===== config.mk =====
export PLATFORM = sky130hd
export DESIGN_NAME = blkwr_seq
export DESIGN_NICKNAME = d
export VERILOG_FILES = /design/src/rtl/blkwr_pkg.sv /design/src/rtl/blkwr_dp.sv /design/src/rtl/blkwr_ctrl.sv /design/src/rtl/blkwr_seq.sv
export SDC_FILE = /design/constraint.sdc
export NUM_CORES = 1
export LEC_CHECK = 0
export BUFFER_PORTS_ARGS = -buffer_cell sky130_fd_sc_hd__buf_2
export CAP_MARGIN = 40
export CORE_MARGIN = 2
export CORE_UTILIZATION = 45
export DETAILED_ROUTE_END_ITERATION = 8
export GPL_TIMING_DRIVEN = 0
export PLACE_DENSITY = 0.67
export SLEW_MARGIN = 20
export SYNTH_ARGS = -nofsm -noshare
export SYNTH_HDL_FRONTEND = slang
export SYNTH_SLANG_ARGS = --single-unit

===== constraint.sdc =====
create_clock -name clk -period 4.82 [get_ports clk]
set_input_delay 0.482 -clock clk [delete_from_list [all_inputs] [get_ports clk]]
set_output_delay 0.482 -clock clk [all_outputs]
set_load 0.1 [all_outputs]

===== src/rtl/blkwr_pkg.sv =====
package blkwr_pkg;

  localparam logic [5:0] CMD_WRITE_MULTI = 6'd25;
  localparam logic [5:0] CMD_STOP        = 6'd12;
  localparam logic [2:0] TOKEN_ACCEPT    = 3'b010;

  typedef enum logic [3:0] {
    ST_IDLE, ST_WAIT_RDY, ST_CMD_WAIT, ST_SND_START, ST_SND_DATA,
    ST_SND_CRC, ST_SND_END, ST_TOKEN, ST_TOK_BITS, ST_TOK_END,
    ST_BUSY, ST_STOP_REQ, ST_STOP_WAIT, ST_DONE
  } seqState_t;

  typedef struct packed {
    logic ldCfg;
    logic clrBlk;
    logic ldByte;
    logic shData;
    logic shCrc;
    logic tokClr;
    logic tokShift;
    logic busyClr;
    logic busyInc;
    logic blkDec;
  } dpCtl_t;

endpackage


===== src/rtl/blkwr_dp.sv =====
module blkwr_dp
  import blkwr_pkg::*;
#(
  parameter int SZ_W       = 10,
  parameter int CNT_W      = 16,
  parameter int BUSY_LIMIT = 4096
) (
  input  logic             clk,
  input  logic             rstN,
  input  dpCtl_t           ctl,
  input  logic [SZ_W-1:0]  cfgBlkSize,
  input  logic [CNT_W-1:0] cfgBlkCnt,
  input  logic [7:0]       wrData,
  input  logic             datIn,
  output logic             bitEmpty,
  output logic             shMsb,
  output logic             crcMsb,
  output logic             dataLast,
  output logic             crcLast,
  output logic             tokLast,
  output logic             tokOk,
  output logic             busyTo,
  output logic             blkLast,
  output logic [CNT_W-1:0] blkRemain
);

  localparam int BUSY_W = $clog2(BUSY_LIMIT + 1);
  localparam logic [15:0] CRC_POLY = 16'h1021;

  logic [7:0]        shReg;
  logic [3:0]        bitCnt;
  logic [SZ_W-1:0]   byteCnt;
  logic [15:0]       crcReg;
  logic [3:0]        crcCnt;
  logic [2:0]        tokSh;
  logic [1:0]        tokCnt;
  logic [BUSY_W-1:0] busyCnt;
  logic              crcFb;

  assign crcFb    = shReg[7] ^ crcReg[15];
  assign bitEmpty = (bitCnt == 4'd0);
  assign shMsb    = shReg[7];
  assign crcMsb   = crcReg[15];
  assign dataLast = (bitCnt == 4'd1) && (byteCnt == '0);
  assign crcLast  = (crcCnt == 4'd15);
  assign tokLast  = (tokCnt == 2'd2);
  assign tokOk    = (tokSh == TOKEN_ACCEPT);
  assign busyTo   = (busyCnt == BUSY_W'(BUSY_LIMIT - 1));
  assign blkLast  = (blkRemain == CNT_W'(1));

  always_ff @(posedge clk or negedge rstN) begin
    if (!rstN) begin
      shReg   <= '0;
      bitCnt  <= '0;
      byteCnt <= '0;
      crcReg  <= '0;
      crcCnt  <= '0;
    end else if (ctl.clrBlk) begin
      bitCnt  <= '0;
      byteCnt <= cfgBlkSize;
      crcReg  <= '0;
      crcCnt  <= '0;
    end else if (ctl.ldByte) begin
      shReg   <= wrData;
      bitCnt  <= 4'd8;
      byteCnt <= byteCnt - 1'b1;
    end else if (ctl.shData) begin
      shReg   <= {shReg[6:0], 1'b0};
      bitCnt  <= bitCnt - 1'b1;
      crcReg  <= {crcReg[14:0], 1'b0} ^ (crcFb ? CRC_POLY : 16'h0);
    end else if (ctl.shCrc) begin
      crcReg  <= {crcReg[14:0], 1'b0};
      crcCnt  <= crcCnt + 1'b1;
    end
  end

  always_ff @(posedge clk or negedge rstN) begin
    if (!rstN) begin
      tokSh  <= '0;
      tokCnt <= '0;
    end else if (ctl.tokClr) begin
      tokSh  <= '0;
      tokCnt <= '0;
    end else if (ctl.tokShift) begin
      tokSh  <= {tokSh[1:0], datIn};
      tokCnt <= tokCnt + 1'b1;
    end
  end

  always_ff @(posedge clk or negedge rstN) begin
    if (!rstN)             busyCnt <= '0;
    else if (ctl.busyClr)  busyCnt <= '0;
    else if (ctl.busyInc)  busyCnt <= busyCnt + 1'b1;
  end

  always_ff @(posedge clk or negedge rstN) begin
    if (!rstN)            blkRemain <= '0;
    else if (ctl.ldCfg)   blkRemain <= cfgBlkCnt;
    else if (ctl.blkDec)  blkRemain <= blkRemain - 1'b1;
  end

  AST_LOAD_WHEN_EMPTY: assert property (@(posedge clk) disable iff (!rstN)
    ctl.ldByte |-> (bitCnt == 4'd0));
  AST_NO_DATA_OVERRUN: assert property (@(posedge clk) disable iff (!rstN)
    ctl.ldByte |-> (byteCnt != '0));
  AST_BLK_NO_UNDERFLOW: assert property (@(posedge clk) disable iff (!rstN)
    ctl.blkDec |-> (blkRemain != '0));

endmodule


===== src/rtl/blkwr_ctrl.sv =====
module blkwr_ctrl
  import blkwr_pkg::*;
(
  input  logic       clk,
  input  logic       rstN,
  input  logic       start,
  input  logic       blkCntNz,
  input  logic       cfgAutoStop,
  input  logic       cardReady,
  input  logic       cmdDone,
  input  logic       cmdRespErr,
  input  logic       wrValid,
  input  logic       datIn,
  input  logic       bitEmpty,
  input  logic       shMsb,
  input  logic       crcMsb,
  input  logic       dataLast,
  input  logic       crcLast,
  input  logic       tokLast,
  input  logic       tokOk,
  input  logic       busyTo,
  input  logic       blkLast,
  output dpCtl_t     ctl,
  output logic       cmdReq,
  output logic [5:0] cmdIdx,
  output logic       wrReady,
  output logic       datOut,
  output logic       datOe,
  output logic       datStrobe,
  output logic       doneIrq,
  output logic       errDataCrc,
  output logic       errBusyTo,
  output logic       errStop
);

  seqState_t state, nextState;
  logic autoStopQ;
  logic accept, setCrcErr, setBusyErr, setStopErr, setDone;
  seqState_t finishState;

  assign finishState = autoStopQ ? ST_STOP_REQ : ST_DONE;

  always_comb begin
    nextState  = state;
    ctl        = '0;
    cmdReq     = 1'b0;
    cmdIdx     = CMD_WRITE_MULTI;
    wrReady    = 1'b0;
    datOut     = 1'b1;
    datOe      = 1'b0;
    datStrobe  = 1'b0;
    accept     = 1'b0;
    setCrcErr  = 1'b0;
    setBusyErr = 1'b0;
    setStopErr = 1'b0;
    setDone    = 1'b0;
    unique case (state)
      ST_IDLE: if (start && blkCntNz) begin
        accept    = 1'b1;
        ctl.ldCfg = 1'b1;
        nextState = ST_WAIT_RDY;
      end
      ST_WAIT_RDY: if (cardReady) begin
        cmdReq    = 1'b1;
        nextState = ST_CMD_WAIT;
      end
      ST_CMD_WAIT: if (cmdDone) begin
        ctl.clrBlk = 1'b1;
        nextState  = ST_SND_START;
      end
      ST_SND_START: begin
        datOe     = 1'b1;
        datStrobe = 1'b1;
        datOut    = 1'b0;
        nextState = ST_SND_DATA;
      end
      ST_SND_DATA: begin
        datOe = 1'b1;
        if (bitEmpty) begin
          wrReady    = 1'b1;
          ctl.ldByte = wrValid;
        end else begin
          ctl.shData = 1'b1;
          datStrobe  = 1'b1;
          datOut     = shMsb;
          if (dataLast) nextState = ST_SND_CRC;
        end
      end
      ST_SND_CRC: begin
        datOe     = 1'b1;
        datStrobe = 1'b1;
        datOut    = crcMsb;
        ctl.shCrc = 1'b1;
        if (crcLast) nextState = ST_SND_END;
      end
      ST_SND_END: begin
        datOe      = 1'b1;
        datStrobe  = 1'b1;
        ctl.tokClr = 1'b1;
        nextState  = ST_TOKEN;
      end
      ST_TOKEN: if (!datIn) nextState = ST_TOK_BITS;
      ST_TOK_BITS: begin
        ctl.tokShift = 1'b1;
        if (tokLast) nextState = ST_TOK_END;
      end
      ST_TOK_END: begin
        ctl.busyClr = 1'b1;
        if (tokOk) nextState = ST_BUSY;
        else begin
          setCrcErr = 1'b1;
          nextState = finishState;
        end
      end
      ST_BUSY: begin
        if (datIn) begin
          ctl.blkDec = 1'b1;
          if (blkLast) nextState = finishState;
          else begin
            ctl.clrBlk = 1'b1;
            nextState  = ST_SND_START;
          end
        end else if (busyTo) begin
          setBusyErr = 1'b1;
          nextState  = finishState;
        end else ctl.busyInc = 1'b1;
      end
      ST_STOP_REQ: begin
        cmdReq    = 1'b1;
        cmdIdx    = CMD_STOP;
        nextState = ST_STOP_WAIT;
      end
      ST_STOP_WAIT: if (cmdDone) begin
        setStopErr = cmdRespErr;
        nextState  = ST_DONE;
      end
      ST_DONE: begin
        setDone   = 1'b1;
        nextState = ST_IDLE;
      end
      default: nextState = ST_IDLE;
    endcase
  end

  always_ff @(posedge clk or negedge rstN) begin
    if (!rstN) begin
      state      <= ST_IDLE;
      autoStopQ  <= 1'b0;
      doneIrq    <= 1'b0;
      errDataCrc <= 1'b0;
      errBusyTo  <= 1'b0;
      errStop    <= 1'b0;
    end else begin
      state <= nextState;
      if (accept) begin
        autoStopQ  <= cfgAutoStop;
        doneIrq    <= 1'b0;
        errDataCrc <= 1'b0;
        errBusyTo  <= 1'b0;
        errStop    <= 1'b0;
      end
      if (setCrcErr)  errDataCrc <= 1'b1;
      if (setBusyErr) errBusyTo  <= 1'b1;
      if (setStopErr) errStop    <= 1'b1;
      if (setDone)    doneIrq    <= 1'b1;
    end
  end

  AST_WRITE_NEEDS_READY: assert property (@(posedge clk) disable iff (!rstN)
    (cmdReq && cmdIdx == CMD_WRITE_MULTI) |-> cardReady);
  AST_NO_SEND_WHILE_BUSY: assert property (@(posedge clk) disable iff (!rstN)
    (state == ST_BUSY && !datIn) |=> !datOe);
  AST_STOP_ONLY_IF_ENABLED: assert property (@(posedge clk) disable iff (!rstN)
    (cmdReq && cmdIdx == CMD_STOP) |-> autoStopQ);
  AST_END_AFTER_CRC: assert property (@(posedge clk) disable iff (!rstN)
    (state == ST_SND_END) |-> $past(state) == ST_SND_CRC);
  AST_DONE_HOLDS: assert property (@(posedge clk) disable iff (!rstN)
    (doneIrq && !(start && blkCntNz)) |=> doneIrq);

endmodule


===== src/rtl/blkwr_seq.sv =====
module blkwr_seq
  import blkwr_pkg::*;
#(
  parameter int SZ_W       = 10,
  parameter int CNT_W      = 16,
  parameter int BUSY_LIMIT = 4096
) (
  input  logic             clk,
  input  logic             rstN,
  input  logic             start,
  input  logic [SZ_W-1:0]  cfgBlkSize,
  input  logic [CNT_W-1:0] cfgBlkCnt,
  input  logic             cfgAutoStop,
  input  logic             cfgStreamMode,
  input  logic             cardReady,
  output logic             cmdReq,
  output logic [5:0]       cmdIdx,
  input  logic             cmdDone,
  input  logic             cmdRespErr,
  input  logic [7:0]       wrData,
  input  logic             wrValid,
  output logic             wrReady,
  output logic             datOut,
  output logic             datOe,
  output logic             datStrobe,
  input  logic             datIn,
  output logic [CNT_W-1:0] blkRemain,
  output logic             doneIrq,
  output logic             errDataCrc,
  output logic             errBusyTo,
  output logic             errStop,
  output logic             bufWrRdyIrq
);

  dpCtl_t ctl;
  logic bitEmpty, shMsb, crcMsb, dataLast, crcLast, tokLast, tokOk, busyTo, blkLast;

  assign bufWrRdyIrq = wrReady && !cfgStreamMode;

  blkwr_ctrl ctrl_i (
    .clk, .rstN, .start,
    .blkCntNz(cfgBlkCnt != '0),
    .cfgAutoStop, .cardReady, .cmdDone, .cmdRespErr, .wrValid, .datIn,
    .bitEmpty, .shMsb, .crcMsb, .dataLast, .crcLast, .tokLast, .tokOk,
    .busyTo, .blkLast, .ctl, .cmdReq, .cmdIdx, .wrReady, .datOut, .datOe,
    .datStrobe, .doneIrq, .errDataCrc, .errBusyTo, .errStop
  );

  blkwr_dp #(.SZ_W(SZ_W), .CNT_W(CNT_W), .BUSY_LIMIT(BUSY_LIMIT)) dp_i (
    .clk, .rstN, .ctl, .cfgBlkSize, .cfgBlkCnt, .wrData, .datIn,
    .bitEmpty, .shMsb, .crcMsb, .dataLast, .crcLast, .tokLast, .tokOk,
    .busyTo, .blkLast, .blkRemain
  );

endmodule


Word-level counts from Yosys, hierarchy flattened. Cells that the tools add are included.

Register bits after elaboration: 85. Input port bits: 44. Word-level logic and storage cells: 159.

Add/subtract/negate cells: 6. Eq/ne operators: 31. Muxes and demuxes: 78. Bitwise gates (word level): 3. Reduce and logical (&&, ||, !) cells: 26.

Operator list (number): 16-bit two-way mux (6); 4-bit two-way mux (20); 4-bit case mux with 13 select lines (1); 13-bit two-way mux (3); 1-bit two-way mux (32); 4-bit == test, second input constant (7); 10-bit two-way mux (2); 2-bit nonzero test (10); 16-bit by 1-bit == test with 1-bit output, second input constant (1); 4-bit by 3-bit == test with 1-bit output, second input constant (4); 8-bit two-way mux (2); 16-bit nonzero test (1); 16-bit by 1-bit subtractor with 16-bit output, second input constant (1); 16-bit bitwise XOR (1); 13-bit by 1-bit adder with 13-bit output, second input constant (1); 13-bit by 12-bit == test with 1-bit output, second input constant (1); 2-bit inequality test, second input constant (6); 10-bit logical NOT (1); 2-bit by 1-bit inequality test with 1-bit output, second input constant (5); 10-bit AND reduction (1); 10-bit by 1-bit subtractor with 10-bit output, second input constant (1); 3-bit two-way mux (3); 4-bit by 1-bit == test with 1-bit output, second input constant (2); 4-bit by 2-bit == test with 1-bit output, second input constant (2); 20 further kinds (30).

Logic depth before layout (Yosys ltp).
Word-level depth: 6. Mapped depth: 8. Gate-level depth less buffers: 7.

By module. A second synthesis with hierarchy kept.

Cell total of the unflattened synthesis: 496. Area total of the unflattened synthesis: 4650.7 sq um.

By module, submodules not included: blkwr_dp (instances 1, cells an instance 373, area each 3742.3 sq um, sequential area each 1901.8 sq um); blkwr_ctrl (instances 1, cells an instance 117, area each 870.8 sq um, sequential area each 225.2 sq um); blkwr_seq (instances 1, cells an instance 6, area each 37.5 sq um, sequential area each 0.0 sq um).

Worst setup path after synthesis. Ideal clock, no wire load.

Kind: flip-flop to output port. From: reg ctrl_i.state[1]. To: out datStrobe. Data arrival time: 3.576 ns. Required time: 4.338 ns. Slack: 0.762 ns. Cell stages (with the launch flop): 6. Cell sequence: dfrtp_1 clkbuf_1 clkbuf_1 nand2_1 xnor2_1 a311oi_1.

Cells in the longest elaborated chain, start to end: 3.

Ends and longest elaborated chain: from (decl) (RTL line blkwr_ctrl.sv:36) `seqState_t state, nextState;`; from (signal assigned) (RTL line blkwr_ctrl.sv:154) `state <= nextState;`; 4-bit by 2-bit == test with 1-bit output or 4-bit by 3-bit == test with 1-bit output (tied branches) (RTL line blkwr_ctrl.sv:57) `unique case (state)`; 3-bit OR reduction (no line); 1-bit case mux with 2 select lines (*) (RTL line blkwr_ctrl.sv:57); to (decl) (RTL line blkwr_seq.sv:25) `output logic datStrobe,`.

Every way passes the cells marked *; elsewhere a longest branch is shown, timed or not.

Worst setup path in the final report.
From: reg dp_i.bitCnt[0]. To: out datOut.

Cells in the longest elaborated chain, start to end: 3.

Ends and longest elaborated chain: from (decl) (RTL line blkwr_dp.sv:31) `logic [3:0] bitCnt;`; from (signal assigned) (RTL line blkwr_dp.sv:69) `bitCnt <= bitCnt - 1'b1;`; 4-bit logical NOT (RTL line blkwr_dp.sv:41) `assign bitEmpty = (bitCnt == 4'd0);`; 1-bit two-way mux (RTL line blkwr_ctrl.sv:79) `if (bitEmpty) begin`; 1-bit case mux with 3 select lines (RTL line blkwr_ctrl.sv:57); to (decl) (RTL line blkwr_seq.sv:23) `output logic datOut,`.

No other way between the ends.

==> results.toml <==
[floorplanning]
total_core_area_sq_mm = 0.01023
floorplan.die.height_um = 106.0
rows = 37
floorplan.die_area_sq_mm = 0.01124
floorplan.initialDensity_pct = 45.79
floorplan.die.width_um = 106.0
num_io_pins = 76

[power]
power_uw = 3610
power.leakage_uw = 0.002391
power.density_mw_per_mm2 = 665.3
vdd.ir_drop.worst_uv = 398.0

[timing]
report.final.hold_viol_count = 0
worst_clock_skew_on_the_final_layout_ps = 6.355
fmaxAchievable_mhz = 289.0
final.period_utilization_pct = 71.78
grt_setup_unrepaired = "no"
tightestPinTransition_ps = 748.5
setup_total_negative_slack_ps = 0
final_max_slew_violation_count = 0
final-setup-viol-count = 0
fin_crit_ps = 3460
max_slew_margin_pct = 49.72

[critical_path]
setup.worst_path.start_class = "register"
max_fanout_on_critical_path = 10
worst_path_dominant_cell_family = "buffers and inverters"
worst_r2r_startpoint = "dp_i.bitCnt[0]"
worstPathCellList = "inv_1 > ha_1 > or3b_2 > nand2_1 > clkbuf_1 > o22ai_1 > nand2_1 > buf_2"
crit_arrival_ps = 2980
worst_setup_path_end_kind = "output pin"
reg2reg_depth = 8
critical-path-max-stage-delay_ps = 540
critical_path_data_required_time_ps = 4340
critPathKind = "register to output pin"
worst_path_max_delay_cell = "sky130_fd_sc_hd__or3b_2"
timing.critical_path.from = "dp_i.bitCnt[0]"
worstSetupPathDepth = 8
critical_path.most_common_cell = "sky130_fd_sc_hd__nand2_1"
crit_buf_inv = 3

[placement]
dp.cells = 737
gp_congestion = 0.8952
io_buffer_count = 72
placed_area_sq_mm = 0.005241
dp.final_hpwl_um = 8474

[layout]
fin_nets = 667
area_of_combinational_cells_with_multiple_inputs_sq_mm = 0.002359
finalInstanceArea_sq_mm = 0.005426
final_common_cell = "sky130_fd_sc_hd__dfrtp_1"
fillers = 975
layout.cells.most_common_list = "85 x sky130_fd_sc_hd__dfrtp_1, 83 x sky130_fd_sc_hd__nand2_1, 73 x sky130_fd_sc_hd__buf_2"
layout.core_utilization_pct = 53.04
final-seq-area_sq_mm = 0.002127
post_route_cells_drive_above_1_share_pct = 18.15
areaGrowthSynthToFinish_pct = 15.84
antennaDiodeCount = 0
final_cell_count_no_fill = 753

[cts]
clk-insertion-delay-late_ps = 360
clock_tree.buffer_depth = 2
clk_root_buffer_cell = "sky130_fd_sc_hd__clkbuf_8"
cts_setup_buffers = 0
cts_made_buffers = 9
numClockSinks = 85
clk_transition_reported_paths_ps = 80
cts.hold.buffers_added = 0
tritoncts = "built"
post_cts_resize_count = 0
clock_tree.htree_level_count = 3

[route]
drc = 0
via_count = 4226
totalWireLength_um = 11470
drt_iter0_drc = 237
drt.antenna.violating_nets = 0
routed_via_density = 5.612
drt_pre_antenna_iters = 5
routed_wire_length_per_instance_um = 15.23

[yosys]
postSynth.asyncResetShare_pct = 100.0
synth_area_leaders = "sky130_fd_sc_hd__dfrtp_1 45%, sky130_fd_sc_hd__nand2_1 6.7%, sky130_fd_sc_hd__xnor2_1 4.1%"
yosysTopAreaCell = "sky130_fd_sc_hd__dfrtp_1"
postSynth.topFlopCell = "sky130_fd_sc_hd__dfrtp_1"
yosysTopAreaCellShare_pct = 45.41
yosysUniqueCellTypes = 61
synth.avg_cell_area_sq_um = 8.889
synth-edff-count = 0
yosys_register_bits = 85
ys_seq_area_share_pct = 45.41
synth.cell_area_sq_mm = 0.004684
synthCells = 527
yosys_warnings = 0

[grt]
global_route.overflow_total = 0
grt_pass1_wl_um = 19380
pin_count_of_the_biggest_net_entering_global_routing = 52
antenna_violations_before_repair = 0
track_usage_pct = 21.36
first_global_vias = 4012

[hold_path]
holdCritPathClass = "primary input to async pin"

[flow_run]
timing.max_cap.violations = 0

[status]
run_status = "finished, final reports clean"
-- registers in the layout, summed over array words and instances, names as in the netlist --
name and cells:
ctrl_i.autoStopQ 1, ctrl_i.doneIrq 1, ctrl_i.errBusyTo 1, ctrl_i.errDataCrc 1, ctrl_i.errStop 1, ctrl_i.state 4, dp_i.bitCnt 4, dp_i.blkRemain 16
dp_i.busyCnt 13, dp_i.byteCnt 10, dp_i.crcCnt 4, dp_i.crcReg 16, dp_i.shReg 8, dp_i.tokCnt 2, dp_i.tokSh 3
-- area by class of cell --
class | instances | share of cell area (%)
Clock buffer | 10 | 2.352
Sequential cell | 85 | 39.20
Multi-Input combinational cell | 398 | 43.46
Clock inverter | 5 | 0.9684
Buffer | 28 | 2.559
Inverter | 17 | 1.176
Tap cell | 136 | 3.136
Timing Repair Buffer | 74 | 7.148
-- worst paths after layout --
kind | slack (ps) | to
max | 1360 | datOut
min | 160 | dp_i.shReg[0]
max reg2reg | 2110 | dp_i.byteCnt[9]
min reg2reg | 480 | dp_i.crcReg[7]
max in group asynchronous | 4050 | dp_i.busyCnt[3]
min in group clk | 320 | dp_i.shReg[0]
-- cell families (layout without fill, tap and decap cells) --
| logic type | after synthesis | count (layout) | synth area share, % |
|---|---|---|---|
| other cells | 2 | 3 | 0.1603 |
| buf+inv | 45 | 134 | 4.327 |
| xor+xnor | 30 | 30 | 5.609 |
| simple gates | 249 | 249 | 26.36 |
| flops | 85 | 85 | 45.41 |
| mux | 8 | 8 | 1.923 |
| fa+ha+maj | 10 | 10 | 2.671 |
| compound gates | 98 | 98 | 13.54 |
-- through the flow --
| step | hold WS (ps) | setup slack [ps] |
|---|---|---|
| global placement | 458.2 | 1829 |
| CTS | 177.8 | 1364 |
| floorplan | 186.4 | 762.2 |
| detailed placement | 466.1 | 1764 |
| global route | 185.5 | 1241 |
| finish | 155.9 | 1360 |
-- report_power, final --
group	switching, uW	leakage [uW]	internal (uW)	total [uW]
registers	236	0.00111	964	1200
clock network	251	0.0000919	234	485
logic	1400	0.00119	522	1930
-- routing by layer --
layer / share of wire [%] / global-route usage (%) / vias up / wire length, um
met5: 0 / 0 / - / 0
met4: 1.2 / 6.203 / 0 / 138
met3: 4.9 / 4.353 / 9 / 567
met2: 47 / 35.25 / 121 / 5408
met1: 47 / 28.53 / 2039 / 5351
li1: - / - / 2057 / -
-- synthesized netlist by cell type, drive strengths merged (3+ instances only) --
| library cell | instances |
|---|---|
| nor4 | 14 |
| nor3 | 26 |
| mux2 | 8 |
| or3 | 6 |
| o211ai | 5 |
| dfrtp | 85 |
| and4 | 3 |
| nand3 | 20 |
| nand2b | 6 |
| nor2 | 47 |
| o22ai | 8 |
| nand4b | 3 |
| a221o | 4 |
| xor2 | 8 |
| nor3b | 5 |
| and3 | 6 |
| a211oi | 3 |
| buf | 8 |
| nand4 | 12 |
| nor2b | 4 |
| o21ai | 33 |
| a31oi | 8 |
| nand2 | 83 |
| inv | 17 |
| or4 | 3 |
| clkbuf | 20 |
| a21oi | 18 |
| xnor2 | 22 |
| ha | 10 |
Note: power is estimated with default switching activity, not from simulation.
